$ cat src/rtl/convlist_pkg.sv
package convlist_pkg;
  typedef enum logic {
    SEQ_IDLE = 1'b0,
    SEQ_BUSY = 1'b1
  } seq_state_e;
endpackage

$ cat src/rtl/convlist_ctrl.sv
module convlist_ctrl
  import convlist_pkg::*;
#(
  parameter int LIST_LEN = 3,
  parameter int CH_W     = 6
) (
  input  logic                     clk,
  input  logic                     rst_n,
  input  logic                     trig_i,
  input  logic [LIST_LEN*CH_W-1:0] list_chs_i,
  input  logic                     conv_done_i,
  output logic                     conv_req_o,
  output logic [CH_W-1:0]          conv_ch_o,
  output logic                     trig_pulse_o,
  output logic                     overrun_o,
  output logic                     push_o
);
  localparam int PTR_W = (LIST_LEN > 1) ? $clog2(LIST_LEN) : 1;
  localparam logic [PTR_W-1:0] LAST_SLOT = PTR_W'(LIST_LEN - 1);

  logic [CH_W-1:0] slot_ch [LIST_LEN];

  genvar gi;
  generate
    for (gi = 0; gi < LIST_LEN; gi++) begin : g_slot
      assign slot_ch[gi] = list_chs_i[gi*CH_W +: CH_W];
    end
  endgenerate

  seq_state_e      state_q, state_d;
  logic [PTR_W-1:0] ptr_q, ptr_d;
  logic [CH_W-1:0]  ch_q, ch_d;
  logic             pulse_q, pulse_d;
  logic             ovr_q, ovr_d;
  logic             accept;
  logic             finish;

  always_comb begin
    accept  = trig_i && (state_q == SEQ_IDLE);
    finish  = conv_done_i && (state_q == SEQ_BUSY);
    state_d = state_q;
    ptr_d   = ptr_q;
    ch_d    = ch_q;
    pulse_d = accept;
    ovr_d   = ovr_q || (trig_i && (state_q == SEQ_BUSY));
    if (accept) begin
      state_d = SEQ_BUSY;
      ch_d    = slot_ch[ptr_q];
      ptr_d   = (ptr_q == LAST_SLOT) ? '0 : ptr_q + 1'b1;
    end else if (finish) begin
      state_d = SEQ_IDLE;
    end
  end

  always_ff @(posedge clk or negedge rst_n) begin
    if (!rst_n) begin
      state_q <= SEQ_IDLE;
      ptr_q   <= '0;
      ch_q    <= '0;
      pulse_q <= 1'b0;
      ovr_q   <= 1'b0;
    end else begin
      state_q <= state_d;
      ptr_q   <= ptr_d;
      pulse_q <= pulse_d;
      ovr_q   <= ovr_d;
      if (accept) ch_q <= ch_d;
    end
  end

  assign conv_req_o   = (state_q == SEQ_BUSY);
  assign conv_ch_o    = ch_q;
  assign trig_pulse_o = pulse_q;
  assign overrun_o    = ovr_q;
  assign push_o       = finish;
endmodule

$ cat src/rtl/convlist_fifo.sv
module convlist_fifo #(
  parameter int DEPTH  = 4,
  parameter int DATA_W = 12,
  localparam int LVL_W = $clog2(DEPTH + 1)
) (
  input  logic              clk,
  input  logic              rst_n,
  input  logic              push_i,
  input  logic [DATA_W-1:0] wdata_i,
  input  logic              pop_i,
  output logic [DATA_W-1:0] rdata_o,
  output logic [LVL_W-1:0]  level_o,
  output logic              overflow_o
);
  localparam int AW = (DEPTH > 1) ? $clog2(DEPTH) : 1;
  localparam logic [AW-1:0]    LAST_IDX = AW'(DEPTH - 1);
  localparam logic [LVL_W-1:0] FULL_LVL = LVL_W'(DEPTH);

  logic [DATA_W-1:0] mem [DEPTH];
  logic [AW-1:0]     wr_q, wr_d, rd_q, rd_d;
  logic [LVL_W-1:0]  cnt_q, cnt_d;
  logic              ovf_q, ovf_d;
  logic              do_push, do_pop;

  always_comb begin
    do_pop  = pop_i && (cnt_q != '0);
    do_push = push_i && (cnt_q != FULL_LVL);
    ovf_d   = ovf_q || (push_i && (cnt_q == FULL_LVL));
    wr_d    = wr_q;
    rd_d    = rd_q;
    cnt_d   = cnt_q;
    if (do_push) wr_d = (wr_q == LAST_IDX) ? '0 : wr_q + 1'b1;
    if (do_pop)  rd_d = (rd_q == LAST_IDX) ? '0 : rd_q + 1'b1;
    if (do_push && !do_pop)      cnt_d = cnt_q + 1'b1;
    else if (do_pop && !do_push) cnt_d = cnt_q - 1'b1;
  end

  always_ff @(posedge clk or negedge rst_n) begin
    if (!rst_n) begin
      wr_q  <= '0;
      rd_q  <= '0;
      cnt_q <= '0;
      ovf_q <= 1'b0;
    end else begin
      wr_q  <= wr_d;
      rd_q  <= rd_d;
      cnt_q <= cnt_d;
      ovf_q <= ovf_d;
    end
  end

  always_ff @(posedge clk) begin
    if (do_push) mem[wr_q] <= wdata_i;
  end

  assign rdata_o    = (cnt_q != '0) ? mem[rd_q] : '0;
  assign level_o    = cnt_q;
  assign overflow_o = ovf_q;
endmodule

$ cat src/rtl/convlist_seq.sv
module convlist_seq #(
  parameter int LIST_LEN   = 3,
  parameter int CH_W       = 6,
  parameter int RES_W      = 12,
  parameter int FIFO_DEPTH = 4,
  localparam int LVL_W     = $clog2(FIFO_DEPTH + 1)
) (
  input  logic                     clk,
  input  logic                     rst_n,
  input  logic                     trig_i,
  input  logic [LIST_LEN*CH_W-1:0] list_chs_i,
  input  logic [LVL_W-1:0]         wm_thresh_i,
  output logic                     conv_req_o,
  output logic [CH_W-1:0]          conv_ch_o,
  input  logic                     conv_done_i,
  input  logic [RES_W-1:0]         conv_data_i,
  input  logic                     rd_en_i,
  output logic [RES_W-1:0]         rd_data_o,
  output logic [LVL_W-1:0]         fifo_level_o,
  output logic                     trig_pulse_o,
  output logic                     wm_irq_o,
  output logic                     overrun_o,
  output logic                     overflow_o
);
  logic push;

  convlist_ctrl #(
    .LIST_LEN (LIST_LEN),
    .CH_W     (CH_W)
  ) u_ctrl (
    .clk          (clk),
    .rst_n        (rst_n),
    .trig_i       (trig_i),
    .list_chs_i   (list_chs_i),
    .conv_done_i  (conv_done_i),
    .conv_req_o   (conv_req_o),
    .conv_ch_o    (conv_ch_o),
    .trig_pulse_o (trig_pulse_o),
    .overrun_o    (overrun_o),
    .push_o       (push)
  );

  convlist_fifo #(
    .DEPTH  (FIFO_DEPTH),
    .DATA_W (RES_W)
  ) u_fifo (
    .clk        (clk),
    .rst_n      (rst_n),
    .push_i     (push),
    .wdata_i    (conv_data_i),
    .pop_i      (rd_en_i),
    .rdata_o    (rd_data_o),
    .level_o    (fifo_level_o),
    .overflow_o (overflow_o)
  );

  // strict comparison: equal level does not notify
  assign wm_irq_o = (fifo_level_o > wm_thresh_i);
endmodule

$ cat config.mk
export PLATFORM = sky130hd
export DESIGN_NAME = convlist_seq
export DESIGN_NICKNAME = d
export VERILOG_FILES = /design/src/rtl/convlist_pkg.sv /design/src/rtl/convlist_ctrl.sv /design/src/rtl/convlist_fifo.sv /design/src/rtl/convlist_seq.sv
export SDC_FILE = /design/constraint.sdc
export NUM_CORES = 1
export LEC_CHECK = 0
export BUFFER_PORTS_ARGS = -buffer_cell sky130_fd_sc_hd__buf_2
export CAP_MARGIN = 10
export CORE_UTILIZATION = 54
export DETAILED_ROUTE_END_ITERATION = 16
export GPL_ROUTABILITY_DRIVEN = 0
export PLACE_DENSITY_LB_ADDON = 0.05
export SLEW_MARGIN = 25
export SYNTH_ARGS = -nofsm -noshare
export SYNTH_HDL_FRONTEND = slang
export SYNTH_HIERARCHICAL = 1
export SYNTH_SLANG_ARGS = --single-unit
$ cat constraint.sdc
create_clock -name clk -period 2.2 [get_ports clk]
set_input_delay 0.44 -clock clk [delete_from_list [all_inputs] [get_ports clk]]
set_output_delay 0.44 -clock clk [all_outputs]
set_load 0.005 [all_outputs]
; Word level (Yosys, flattened, before mapping)
; Memory sizes are Yosys's and may differ from the RTL's.
; Cells that the tools add are included.
[word_totals]
register_bits = 19
mem_count = 1
out_inout_bits = 26
ramBits = 48
[mem_list]
columns = memory, words, width, rd, rd_ports_with_merged_regs, wr, line
row1 = u_fifo.mem, 4, 12, 1, 0, 1, convlist_fifo.sv:19  ; logic [DATA_W-1:0] mem [DEPTH];
[classes]
n_bitwise = 2
eq_ne = 5
mux = 13
n_addsub = 5
reduce_logical = 15
n_lt_le_gt_ge = 2
[ops]
columns = operator, count
row1 = $bmux 6 s2, 1
row2 = $mux 12, 1
row3 = $mux 6, 2
row4 = $logic_and 1x1->1, 8
row5 = $add 2x1->2 const B, 3
row6 = $eq 2x2->1 const B, 3
row7 = $mux 2, 3
row8 = $mux 3, 2
row9 = $mux 1, 4
row10 = $reduce_bool 2->1, 2
row11 = $add 3x1->3 const B, 1
row12 = $eq 3x3->1 const B, 1
row13 = $ge 3x3->1 const B, 1
row14 = $gt 3x3->1, 1
row15 = $ne 3x3->1 const B, 1
row16 = $not 2->3, 1
row17 = $reduce_bool 3->1, 1
row18 = $sub 3x1->3 const B, 1
row19 = $logic_not 1->1, 2
row20 = $logic_or 1x1->1, 2
row21 = $not 1->1, 1

; Depth between registers and ports, before layout
[depth]
depth_word = 6
mapped_depth = 8

; Modules after synthesis
; The synthesis kept the hierarchy.
[modules_own_cells]
columns = mod, instances, cells_each, seq_area_each_um2, area_each_um2
row1 = convlist_fifo, 1, 114, 1641.6, 2274.7
row2 = convlist_ctrl, 1, 55, 275.3, 554.3
row3 = convlist_seq, 1, 10, 0.0, 72.6

; Least setup slack after synthesis
; Ideal clock, no wire load.
[synth_path]
path_kind = input to register
startpoint = input port conv_done_i
endpoint = register u_fifo.cnt_q[2], in the netlist u_fifo/level_o[2]
cell_stages = 8
slack_ps = 176
required_time_ps = 2121
path_buffers = 0
arrival_time_ps = 1945
path_cell_list = and2_1 a21boi_1 ha_1 inv_1 fa_1 xor2_1 nor2_1 xor2_1
[synth_between]
elab_chain_len = 5
word_cells_on_any_way = 7
[synth_rtl]
columns = item, line
row1 = from (decl), convlist_seq.sv:15  ; input logic conv_done_i,
row2 = $logic_and 1x1->1 *, convlist_ctrl.sv:40  ; finish = conv_done_i && (state_q == SEQ_BUSY);
row3 = $logic_and 1x1->1 *, convlist_fifo.sv:27  ; do_push = push_i && (cnt_q != FULL_LVL);
row4 = net u_fifo.do_push, convlist_fifo.sv:23  ; logic do_push, do_pop;
row5 = $logic_not 1->1, convlist_fifo.sv:35  ; else if (do_pop && !do_push) cnt_d = cnt_q - 1'b1;
row6 = $logic_and 1x1->1, convlist_fifo.sv:35
row7 = $reduce_bool 2->1 (no line), -
row8 = to (signal assigned), convlist_fifo.sv:47  ; cnt_q <= cnt_d;
row9 = to (decl), convlist_fifo.sv:21  ; logic [LVL_W-1:0] cnt_q, cnt_d;
; Mark *: on every way through the listed nets, which the timed path passes. The rest lies on a longest branch.
; A chain may end at the register's enable or synchronous reset.

; Worst setup path after layout
[layout_path]
startpoint = register u_fifo.rd_q[0]
endpoint = output port rd_data_o[6]
[layout_between]
elab_chain_len = 2
[layout_rtl]
columns = item, line
row1 = from (decl), convlist_fifo.sv:20  ; logic [AW-1:0] wr_q, wr_d, rd_q, rd_d;
row2 = from (signal assigned), convlist_fifo.sv:46  ; rd_q <= rd_d;
row3 = $mem_v2 4x12, -
row4 = $mux 12, convlist_fifo.sv:56  ; assign rdata_o = (cnt_q != '0) ? mem[rd_q] : '0;
row5 = to (decl), convlist_seq.sv:18  ; output logic [RES_W-1:0] rd_data_o,
; No other way between the ends.

==> run metrics <==
syn_area_per_cell=16.21 µm²; Crit-path slowest cell=mux4_2; Cell Chain, Critical Path=buf_12, mux4_2, nor2b_1, buf_2; dominant cell type by area after synthesis=edfxtp_1; Top Ports=64; Worst Skew=between 0.006 and 0.007 ns; largest cells by area after synthesis=edfxtp_1 (50%), dfrtp_1 (16%), mux4_2 (9.3%), ha_1 (3.9%), nor2b_1 (3.0%); vias in the first global route=1,607; Tot GR Track Use=about a fifth; Netlist cell types=28; Max rail drop VDD=0.6705 mV; Tot Pwr=approximately 4.4 mW; # rows=26; initial core utilization=56.45%; worst path arrival time=1.67 ns; Multi-input gate area=905.9 µm²; post-synth top area share=49.68%; hpwl dp=3636 µm; Core Area=5140 µm²; Root Driver=clkbuf_8; max-cap viol count=0; Sw Ratio=between 20 and 30%; FF/Latch Area=about 1900 µm²; WS Path Type=flop to output port; Slew Viols, Final=0; Top delay family on crit path=multiplexers; Crit Path Max Fanout=12; Synth-to-Final Area Change=22.25%; RSZ-0062 raised after global routing=false; Die H=75.30 µm; Syn Inst Count=179; Clock Tree Buf Depth=2; share of post-route cells with drive strength above 1=a little over two fifths; Int Power=3.114 mW; worst path bufs/invs=2; die area=5670 µm²; Achievable Freq=0.4743 GHz; Seq pwr share=about 42%; first-pass GRT wire length=about 7500 µm; Logic pwr share=roughly a third; initial antenna violation count=0; worst min path class=input pin to async pin; hold buffers post-CTS=0; Avg Vias per Cell=5.145; DRC viols=0; post-route cell area=3547 µm²; Clk pwr share=24.2%; P per Cell Area=about 1200 nW/µm²; hold_ws=about 0.045 ns; TritonRoute pass-1 iters=4; run status=complete, no violations; Ys Warns=6; Syn Nets=227; clk sinks=67; Final setup viols=0; TritonCTS clock tree=built; post-synthesis register bit count=67; clock latency at the later pin of the worst-skew pair=0.32 ns; Max-slew headroom=71.50%; slowest stage delay, CP=roughly 0.50 ns; CP Capture Type=output port; period utilization=95.84%; CP required=1.76 ns; clk slew on worst S/H paths=around 0.070 ns; Die X=75.30 µm; static leakage=1.431 nW; wire per inst=between 15 and 20 µm; DR vias=about 1,700; global route total overflow=0; final setup TNS=0 ns; Psw=1.314 mW; TritonCTS Buffers=9; register area share after synthesis=66.06%; nets@finish=303; Hold Fails Final Rpt=0; post-route minimum period=2.108 ns; Fill cells=410; DR iter-0 viols=54; Detail Route Antenna Nets=0; IO buf count=63; final WL=slightly above 5000 µm; largest net degree at the start of global routing=20; Placed Area=between 3000 and 4000 µm²; most common cell after layout, fill and taps aside=buf_2; most frequent cells in the layout=buf_2 (63), edfxtp_1 (48), dfrtp_1 (17); synthesized area=between 2000 and 3000 µm²; Least-Margin Pin Slew=between 0.4 and 0.5 ns; Antenna diodes=0; CP Launch Type=flop; H-Tree Depth=3
==> stage by stage <==
| step | cells | utilization (%) | setup slack (ns) |
|---|---|---|---|
| after floorplan | 179 | - | 0.1756 |
| after global placement | 314 | 64.65 | 0.2100 |
| after CTS | 330 | 68.74 | 0.01793 |
| after detailed placement | 314 | 64.65 | 0.1045 |
| after global routing | 330 | 69.01 | 0.0008251 |
| final | 330 | 69.01 | 0.09156 |
==> state kept, by name, indices dropped and copies added (netlist names), 2 cells and up <==
name / count
u_ctrl/conv_ch_o: 6
u_ctrl/ptr_q: 2
u_fifo/level_o: 3
u_fifo/mem: 48
u_fifo/rd_q: 2
u_fifo/wr_q: 2
==> path summary, 6_finish.rpt <==
kind | start | endpoint | slack [ns] | cells past startpoint
min | rst_n | u_ctrl/conv_ch_o[0] | 0.05 | 1
min in group clk | conv_data_i[0] | u_fifo/mem[0][0] | 0.33 | 1
max in group asynchronous | rst_n | u_fifo/rd_q[0] | 1.83 | 1
max reg2reg | u_ctrl/conv_req_o | u_fifo/level_o[2] | 0.18 | 8
max | u_fifo/rd_q[0] | rd_data_o[6] | 0.09 | 4
min reg2reg | u_ctrl/overrun_o | u_ctrl/overrun_o | 0.47 | 1
==> layer usage <==
metal | vias up | part of all wire, % | global-route usage (%)
li1 | 806 | - | -
met1 | 825 | 42 | 24.29
met2 | 65 | 52 | 31.05
met3 | 2 | 5.5 | 5.423
met4 | 0 | 0.36 | 8.436
met5 | - | 0 | 0
==> cell families after synthesis <==
logic type	Yosys count	synth area share (%)
fa+ha+maj	10	4.571
compound gates	12	2.760
xor+xnor	3	0.9057
simple gates	48	8.883
buf+inv	15	3.148
mux	24	13.67
flops	67	66.06
==> repair_timing <==
item                                    4_1_cts  5_1_grt
setup buffers                                 0        0
endpoints found under the setup margin       12       13
gates resized for setup                       1        3
==> power groups by stage <==
stage | Clock (mW) | Combinational, mW | Sequential (mW)
floorplan | 0 | 1.03 | 1.80
global placement | 0 | 1.43 | 1.86
detailed placement | 0 | 1.50 | 1.89
CTS | 1.09 | 1.50 | 1.87
global route | 1.14 | 1.66 | 1.91
finish | 1.07 | 1.48 | 1.87
==> cell type report <==
type,instances,area share [%]
Sequential cell,67,54.11
Tap cell,70,2.469
Clock inverter,5,2.187
Clock buffer,11,3.704
Timing Repair Buffer,72,11.15
Inverter,8,0.8466
Multi-Input combinational cell,97,25.54
==> Yosys cell counts <==
library cell	number
mux2_2	5
a32oi_1	1
mux4_2	12
ha_1	9
nand2b_1	3
a21boi_1	1
xnor2_1	1
nor2_1	12
edfxtp_1	48
a31o_2	1
buf_6	4
a31oi_1	6
buf_4	1
xor2_1	2
and2_1	5
nor2b_1	14
a21o_1	1
dfrtp_1	19
clkbuf_1	1
inv_1	8
nor3_1	1
o21ai_1	2
nand2_1	6
or2_0	6
mux2i_1	7
and2b_4	1
fa_1	1
buf_2	1
Note: power is estimated with default switching activity, not from simulation.
